File: src/rtl/ssr_pkg.sv
package ssr_pkg;
  typedef enum logic {
    PHASE_ADDR = 1'b0,
    PHASE_DATA = 1'b1
  } phase_t;
endpackage

File: src/rtl/ssr_sync.sv
// Multi-stage level synchronizer for a bundle of asynchronous pins.
module ssr_sync #(
  parameter int WIDTH  = 3,
  parameter int STAGES = 2
) (
  input  logic             clk,
  input  logic             rst_n,
  input  logic [WIDTH-1:0] pin,
  output logic [WIDTH-1:0] level
);
  logic [STAGES-1:0][WIDTH-1:0] pipe_q;

  always_ff @(posedge clk) begin
    if (!rst_n) begin
      pipe_q <= '0;
    end else begin
      pipe_q[0] <= pin;
      for (int s = 1; s < STAGES; s++) begin
        pipe_q[s] <= pipe_q[s-1];
      end
    end
  end

  assign level = pipe_q[STAGES-1];
endmodule

File: src/rtl/ssr_frame_engine.sv
// Address/data framing state machine working on synchronized pin levels.
module ssr_frame_engine
  import ssr_pkg::*;
#(
  parameter int ADDR_W = 7,
  parameter int DATA_W = 8
) (
  input  logic              clk,
  input  logic              rst_n,
  input  logic              sclk,
  input  logic              stb,
  input  logic              din,
  output logic              dout,
  output logic              data_mode,
  output logic              wr_en,
  output logic [ADDR_W-1:0] reg_addr,
  output logic [DATA_W-1:0] wr_data,
  input  logic [DATA_W-1:0] rd_data
);
  localparam int CNT_W = $clog2(DATA_W + 1);
  localparam logic [CNT_W-1:0] FULL = CNT_W'(DATA_W);

  phase_t            phase_q;
  logic              sclk_q, stb_q;
  logic [DATA_W-1:0] shift_q;
  logic [CNT_W-1:0]  cnt_q;
  logic              read_q;
  logic [ADDR_W-1:0] addr_q;
  logic              dout_q;

  logic              clk_rise, clk_fall, stb_rise;
  logic [DATA_W-1:0] shift_in;
  logic [DATA_W-1:0] addr_shift_n;
  logic [CNT_W-1:0]  addr_cnt_n;
  logic              last_bit;

  assign clk_rise = sclk & ~sclk_q;
  assign clk_fall = ~sclk & sclk_q;
  assign stb_rise = stb & ~stb_q;
  assign shift_in = {shift_q[DATA_W-2:0], din};

  // Address phase: clock edge is folded in before the strobe is judged.
  assign addr_shift_n = clk_rise ? shift_in : shift_q;
  assign addr_cnt_n   = (clk_rise && cnt_q != FULL) ? cnt_q + 1'b1 : cnt_q;
  assign last_bit     = (cnt_q == FULL - 1'b1);

  assign reg_addr  = (phase_q == PHASE_DATA) ? addr_q : addr_shift_n[ADDR_W-1:0];
  assign wr_en     = (phase_q == PHASE_DATA) && clk_rise && !read_q && last_bit;
  assign wr_data   = shift_in;
  assign dout      = dout_q;
  assign data_mode = (phase_q == PHASE_DATA);

  always_ff @(posedge clk) begin
    if (!rst_n) begin
      phase_q <= PHASE_ADDR;
      sclk_q  <= 1'b0;
      stb_q   <= 1'b0;
      shift_q <= '0;
      cnt_q   <= '0;
      read_q  <= 1'b0;
      addr_q  <= '0;
      dout_q  <= 1'b0;
    end else begin
      sclk_q <= sclk;
      stb_q  <= stb;
      unique case (phase_q)
        PHASE_ADDR: begin
          shift_q <= addr_shift_n;
          cnt_q   <= addr_cnt_n;
          if (stb_rise) begin
            cnt_q <= '0;
            if (addr_cnt_n == FULL) begin
              phase_q <= PHASE_DATA;
              read_q  <= addr_shift_n[DATA_W-1];
              addr_q  <= addr_shift_n[ADDR_W-1:0];
              if (addr_shift_n[DATA_W-1]) begin
                shift_q <= rd_data;
                dout_q  <= rd_data[DATA_W-1];
              end
            end
          end
        end
        PHASE_DATA: begin
          if (clk_rise) begin
            if (!read_q) shift_q <= shift_in;
            if (last_bit) begin
              phase_q <= PHASE_ADDR;
              cnt_q   <= '0;
              dout_q  <= 1'b0;
            end else begin
              cnt_q <= cnt_q + 1'b1;
            end
          end else if (clk_fall && read_q) begin
            shift_q <= {shift_q[DATA_W-2:0], 1'b0};
            dout_q  <= shift_q[DATA_W-2];
          end
        end
        default: phase_q <= PHASE_ADDR;
      endcase
    end
  end
endmodule

File: src/rtl/ssr_reg_bank.sv
// DAC code registers and power-down control register.
module ssr_reg_bank #(
  parameter int ADDR_W   = 7,
  parameter int DATA_W   = 8,
  parameter int NUM_DAC  = 3,
  parameter int DAC_BASE = 22
) (
  input  logic                           clk,
  input  logic                           rst_n,
  input  logic                           wr_en,
  input  logic [ADDR_W-1:0]              reg_addr,
  input  logic [DATA_W-1:0]              wr_data,
  output logic [DATA_W-1:0]              rd_data,
  output logic [NUM_DAC-1:0][DATA_W-1:0] code,
  output logic [NUM_DAC-1:0]             pwrdn
);
  localparam logic [ADDR_W-1:0] CTRL_ADDR = ADDR_W'(DAC_BASE + NUM_DAC);

  logic [NUM_DAC-1:0] lane_hit;
  logic               ctrl_hit;

  for (genvar g = 0; g < NUM_DAC; g++) begin : g_hit
    assign lane_hit[g] = (reg_addr == ADDR_W'(DAC_BASE + g));
  end
  assign ctrl_hit = (reg_addr == CTRL_ADDR);

  always_ff @(posedge clk) begin
    if (!rst_n) begin
      code  <= '0;
      pwrdn <= '1;
    end else if (wr_en) begin
      for (int i = 0; i < NUM_DAC; i++) begin
        if (lane_hit[i]) code[i] <= wr_data;
      end
      if (ctrl_hit) pwrdn <= wr_data[NUM_DAC-1:0];
    end
  end

  always_comb begin
    rd_data = '0;
    if (ctrl_hit) rd_data = {{(DATA_W-NUM_DAC){1'b0}}, pwrdn};
    for (int i = 0; i < NUM_DAC; i++) begin
      if (lane_hit[i]) rd_data = code[i];
    end
  end
endmodule

File: src/rtl/strobe_serial_regif.sv
module strobe_serial_regif #(
  parameter int NUM_DAC     = 3,
  parameter int DATA_W      = 8,
  parameter int ADDR_W      = 7,
  parameter int DAC_BASE    = 22,
  parameter int SYNC_STAGES = 2
) (
  input  logic                      clk,
  input  logic                      rst_n,
  input  logic                      ser_clk,
  input  logic                      ser_stb,
  input  logic                      ser_din,
  output logic                      ser_dout,
  output logic [NUM_DAC*DATA_W-1:0] dac_code,
  output logic [NUM_DAC*DATA_W-1:0] dac_offset,
  output logic [NUM_DAC-1:0]        dac_pwrdn
);
  logic [2:0]                     pin_level;
  logic                           eng_wr;
  logic                           eng_data_mode;
  logic [ADDR_W-1:0]              eng_addr;
  logic [DATA_W-1:0]              eng_wdata;
  logic [DATA_W-1:0]              bank_rdata;
  logic [NUM_DAC-1:0][DATA_W-1:0] lane_code;

  ssr_sync #(.WIDTH(3), .STAGES(SYNC_STAGES)) u_sync (
    .clk   (clk),
    .rst_n (rst_n),
    .pin   ({ser_clk, ser_stb, ser_din}),
    .level (pin_level)
  );

  ssr_frame_engine #(.ADDR_W(ADDR_W), .DATA_W(DATA_W)) u_engine (
    .clk       (clk),
    .rst_n     (rst_n),
    .sclk      (pin_level[2]),
    .stb       (pin_level[1]),
    .din       (pin_level[0]),
    .dout      (ser_dout),
    .data_mode (eng_data_mode),
    .wr_en     (eng_wr),
    .reg_addr  (eng_addr),
    .wr_data   (eng_wdata),
    .rd_data   (bank_rdata)
  );

  ssr_reg_bank #(
    .ADDR_W(ADDR_W), .DATA_W(DATA_W), .NUM_DAC(NUM_DAC), .DAC_BASE(DAC_BASE)
  ) u_bank (
    .clk      (clk),
    .rst_n    (rst_n),
    .wr_en    (eng_wr),
    .reg_addr (eng_addr),
    .wr_data  (eng_wdata),
    .rd_data  (bank_rdata),
    .code     (lane_code),
    .pwrdn    (dac_pwrdn)
  );

  for (genvar g = 0; g < NUM_DAC; g++) begin : g_lane
    assign dac_code[g*DATA_W +: DATA_W]   = lane_code[g];
    assign dac_offset[g*DATA_W +: DATA_W] = {~lane_code[g][DATA_W-1], lane_code[g][DATA_W-2:0]};
  end
endmodule

File: config.mk
export PLATFORM = sky130hd
export DESIGN_NAME = strobe_serial_regif
export DESIGN_NICKNAME = d
export VERILOG_FILES = /design/src/rtl/ssr_pkg.sv /design/src/rtl/ssr_sync.sv /design/src/rtl/ssr_frame_engine.sv /design/src/rtl/ssr_reg_bank.sv /design/src/rtl/strobe_serial_regif.sv
export SDC_FILE = /design/constraint.sdc
export NUM_CORES = 1
export LEC_CHECK = 0
export BUFFER_PORTS_ARGS = -buffer_cell sky130_fd_sc_hd__buf_2
export CAP_MARGIN = 20
export CORE_AREA = 2 2 68 119
export CTS_CLUSTER_SIZE = 10
export DETAILED_ROUTE_END_ITERATION = 10
export DIE_AREA = 0 0 70 121
export SLEW_MARGIN = 5
export SYNTH_ARGS = -nofsm -noshare
export SYNTH_HDL_FRONTEND = slang
export SYNTH_HIERARCHICAL = 1
export SYNTH_SLANG_ARGS = --single-unit
File: constraint.sdc
create_clock -name clk -period 3.47 [get_ports clk]
set_input_delay 0.694 -clock clk [delete_from_list [all_inputs] [get_ports clk]]
set_output_delay 0.694 -clock clk [all_outputs]
set_load 0.005 [all_outputs]
==> impl_metrics.py <==
metrics = {
    "timing": {
        "drv_slew": 0,
        "tns_ps": 0,
        "max_clock_freq_mhz": 346,
        "finalHoldViolCount": 0,
        "rsz0062_at_grt": "no",
        "setup_viol": 0,
        "relSlewSlack": 0.522,
        "min_period_ps": 2890,
        "fin_ws_ps": 577,
        "fin_crit_sh": 0.834,
        "worst_pin_slew_ps": 713,
        "finClkSkew_ps": 7.09,
    },
    "finish": {
        "drive_above_1_share": 0.252,
        "antennaDiodeCount": 0,
        "finalInstanceArea_mm2": 0.00373,
        "finalNetCount": 407,
        "area_growth_pct": 13.1,
        "stdcell_count": 493,
    },
    "floorplanning": {
        "start_util": 0.442,
        "die_y_um": 121,
        "io_pins": 57,
        "die_x_um": 70,
        "core_mm2": 0.00746,
        "die_area_mm2": 0.00847,
        "rows": 42,
    },
    "placed_design": {
        "dp_slack_ps": 612,
        "placed_cells": 477,
        "io_buffers": 56,
        "hpwl_um": 6230,
        "gp_congestion": 0.895,
        "place_area_mm2": 0.00340,
    },
    "global_routing": {
        "grt_pass1_wl_um": 13400,
        "antenna_found_initial": 0,
        "grt_max_degree": 42,
        "grt_usage": 0.204,
        "grt_pass1_vias": 2647,
        "overflow": 0,
    },
    "clock_network": {
        "clk_pin_slew_ps": 50,
        "htree_levels": 3,
        "cts_buffers": 9,
        "ctsHoldBuffers": 0,
        "clock_latency_ps": 330,
        "cts_resized": 0,
        "postCtsSetupBuffers": 0,
        "cts_root_buffer": "clkbuf_16",
        "tritoncts": "built",
        "cts_sinks": 57,
        "clockBufferDepth": 2,
    },
    "detailed_routing": {
        "drc_errors": 0,
        "route.vias.total": 2834,
        "drt_iter0_drc": 126,
        "routed_wl_um": 8530,
        "vias_per_cell": 5.75,
        "ant_nets": 0,
        "drtPass1Iterations": 4,
        "routedWlPerCell_um": 17.3,
    },
    "yosys": {
        "syn_area_per_cell_um2": 8.70,
        "ys_seq_area_frac": 0.346,
        "synth-async-reset-ratio": 0,
        "syn_inst": 379,
        "synth_cell_types": 57,
        "synth_area_mm2": 0.00330,
        "synth-edff-count": 0,
        "synth_top_flop_cell": "dfxtp_1",
        "ys_warn_count": 6,
        "ys_ff_latch": 57,
        "syn-num-nets": 386,
    },
    "power": {
        "vdd_drop_max_mv": 0.252,
        "power_density_mw_per_mm2": 453,
        "p_int_mw": 1.34,
        "switching_share": 0.206,
        "total_leakage_power_nw": 1.63,
        "clkPwrFrac": 0.579,
        "p_sw_mw": 0.349,
        "power_frac_seq": 0.393,
        "power_frac_comb": 0.028,
    },
    "worst_setup_path": {
        "reg2reg_from": "u_sync/level[2]",
        "startpoint_type": "flop",
        "arrival_ps": 3120,
        "reg2reg_to": "u_engine/shift_q[0]",
        "endpoint_kind": "flop",
        "required_ps": 3700,
        "crit_type": "flop to flop",
        "rrSetupSlack_ps": 580,
        "critPathLaunch": "u_sync/level[2]",
        "rr_worst_depth": 12,
        "worst-path-max-fanout": 20,
    },
    "hold_path": {
        "hold_depth": 1,
        "min_from": "u_sync/pipe_q[1]",
        "hold_path_end": "u_sync/level[1]",
        "worstHoldPathType": "flop to flop",
    },
    "run": {
        "cap_violations": 0,
    },
    "status": {
        "status": "finished clean",
    },
}
layout make-up:
cell class	count	area, µm²
repair buffers	65	348
flip-flops and latches	57	1140
clock inverters	4	75.1
multi-input cells	251	1740
clock buffers	12	256
inverters	16	60.1
fillers	731	3730
well taps	88	110
through the flow:
step                       util  total power, mW  hold slack (ps)
after floorplan               -            0.714              412
after global placement    0.455            0.724              417
after detailed placement  0.455            0.725              421
after CTS                 0.500             1.71              431
after global routing      0.500             1.73              444
final                     0.500             1.69              424
power by group through the flow:
stage	Clock [mW]	Sequential, mW	Combinational [mW]
6_report	0.979	0.664	0.0477
4_1_cts	0.995	0.664	0.0477
5_1_grt	1.02	0.664	0.0519
2_1_floorplan	0	0.675	0.0396
3_3_place_gp	0	0.677	0.0468
3_5_place_dp	0	0.677	0.0475
kinds of logic (layout without fill, tap and decap cells):
kind of cell / after synthesis / count (layout) / share of synthesized area
AND/OR/NAND/NOR: 126 / 126 / 0.216
multiplexers: 34 / 34 / 0.105
adder cells (fa/ha/maj): 2 / 2 / 0.00759
buffers and inverters: 71 / 97 / 0.126
AO/OA/AOI/OAI: 89 / 89 / 0.199
flip-flops: 57 / 57 / 0.346
worst max path at each step:
| stage | to | slack (ps) | cells after the start |
|---|---|---|---|
| after floorplan | u_engine/shift_q[0] | 540 | 14 |
| after detailed placement | u_engine/shift_q[0] | 610 | 12 |
| after global placement | u_engine/shift_q[0] | 670 | 12 |
| final | u_engine/shift_q[0] | 580 | 12 |
| after CTS | u_engine/shift_q[0] | 580 | 12 |
| after global routing | u_engine/shift_q[0] | 260 | 12 |
flip-flops by register name, indices dropped and copies added (netlist names), 3 cells and up:
signal,cells
u_sync/pipe_q,3
u_bank/code,24
u_engine/cnt_q,4
u_engine/shift_q,8
u_bank/pwrdn,3
u_engine/addr_q,7
u_sync/level,3
worst max-delay path: stages, from the launching register on:
cell	delay, ps
dfxtp_1	370
nor2b_1	140
buf_4	250
nor2_1	60
a21oi_1	210
a21oi_1	160
or3b_2	590
nor2_1	220
a32o_1	180
inv_1	40
a2111oi_0	360
nand3_1	110
o311ai_0	100
placed cells by master (no fill, tap or decap), types with 3 or more instances in the layout:
cell type and instances:
nand2_1 39, a32o_1 3, nor3_1 8, o21a_1 8
clkbuf_16 9, nand3_1 4, a21oi_1 16, a22oi_1 6
mux2i_1 29, o2bb2ai_1 3, o21ai_0 3, and2_1 9
mux2_2 5, o211ai_1 7, o32ai_1 4, and3_1 4
dfxtp_1 57, a31oi_1 13, inv_1 15, buf_4 9
nand4_1 4, a211oi_1 10, buf_2 56, nor2_1 31
nand3b_1 9
metal layers:
layer	vias to the layer above	track usage	share of wire	wire length [µm]
met5	-	0	0	0
met4	0	0.113	0.034	294
met3	24	0.0490	0.043	369
met2	97	0.368	0.54	4600
met1	1332	0.214	0.38	3270
li1	1381	-	-	-
Yosys cell counts, types with 2 or more instances:
cell | instances | area, µm²
a2111oi_0 | 2 | 17.5
a211oi_1 | 10 | 75.1
a21oi_1 | 16 | 80.1
a22oi_1 | 6 | 45.0
a311o_1 | 2 | 20.0
a31oi_1 | 13 | 81.3
a32o_1 | 3 | 30.0
and2_1 | 9 | 56.3
and3_1 | 4 | 25.0
buf_2 | 6 | 30.0
buf_4 | 34 | 255
buf_6 | 2 | 22.5
clkbuf_1 | 12 | 45.0
dfxtp_1 | 57 | 1140
ha_1 | 2 | 25.0
inv_1 | 15 | 56.3
mux2_2 | 5 | 56.3
mux2i_1 | 29 | 290
nand2_1 | 39 | 146
nand3_1 | 4 | 20.0
nand3b_1 | 9 | 67.6
nand4_1 | 4 | 25.0
nor2_1 | 31 | 116
nor2b_1 | 2 | 12.5
nor3_1 | 8 | 40.0
o211ai_1 | 7 | 52.6
o21a_1 | 8 | 60.1
o21ai_0 | 3 | 15.0
o2bb2ai_1 | 3 | 26.3
o311ai_0 | 2 | 17.5
o31ai_1 | 2 | 15.0
o32ai_1 | 4 | 35.0
or3b_2 | 2 | 17.5
No activity file was read; power rests on OpenSTA's default activity.
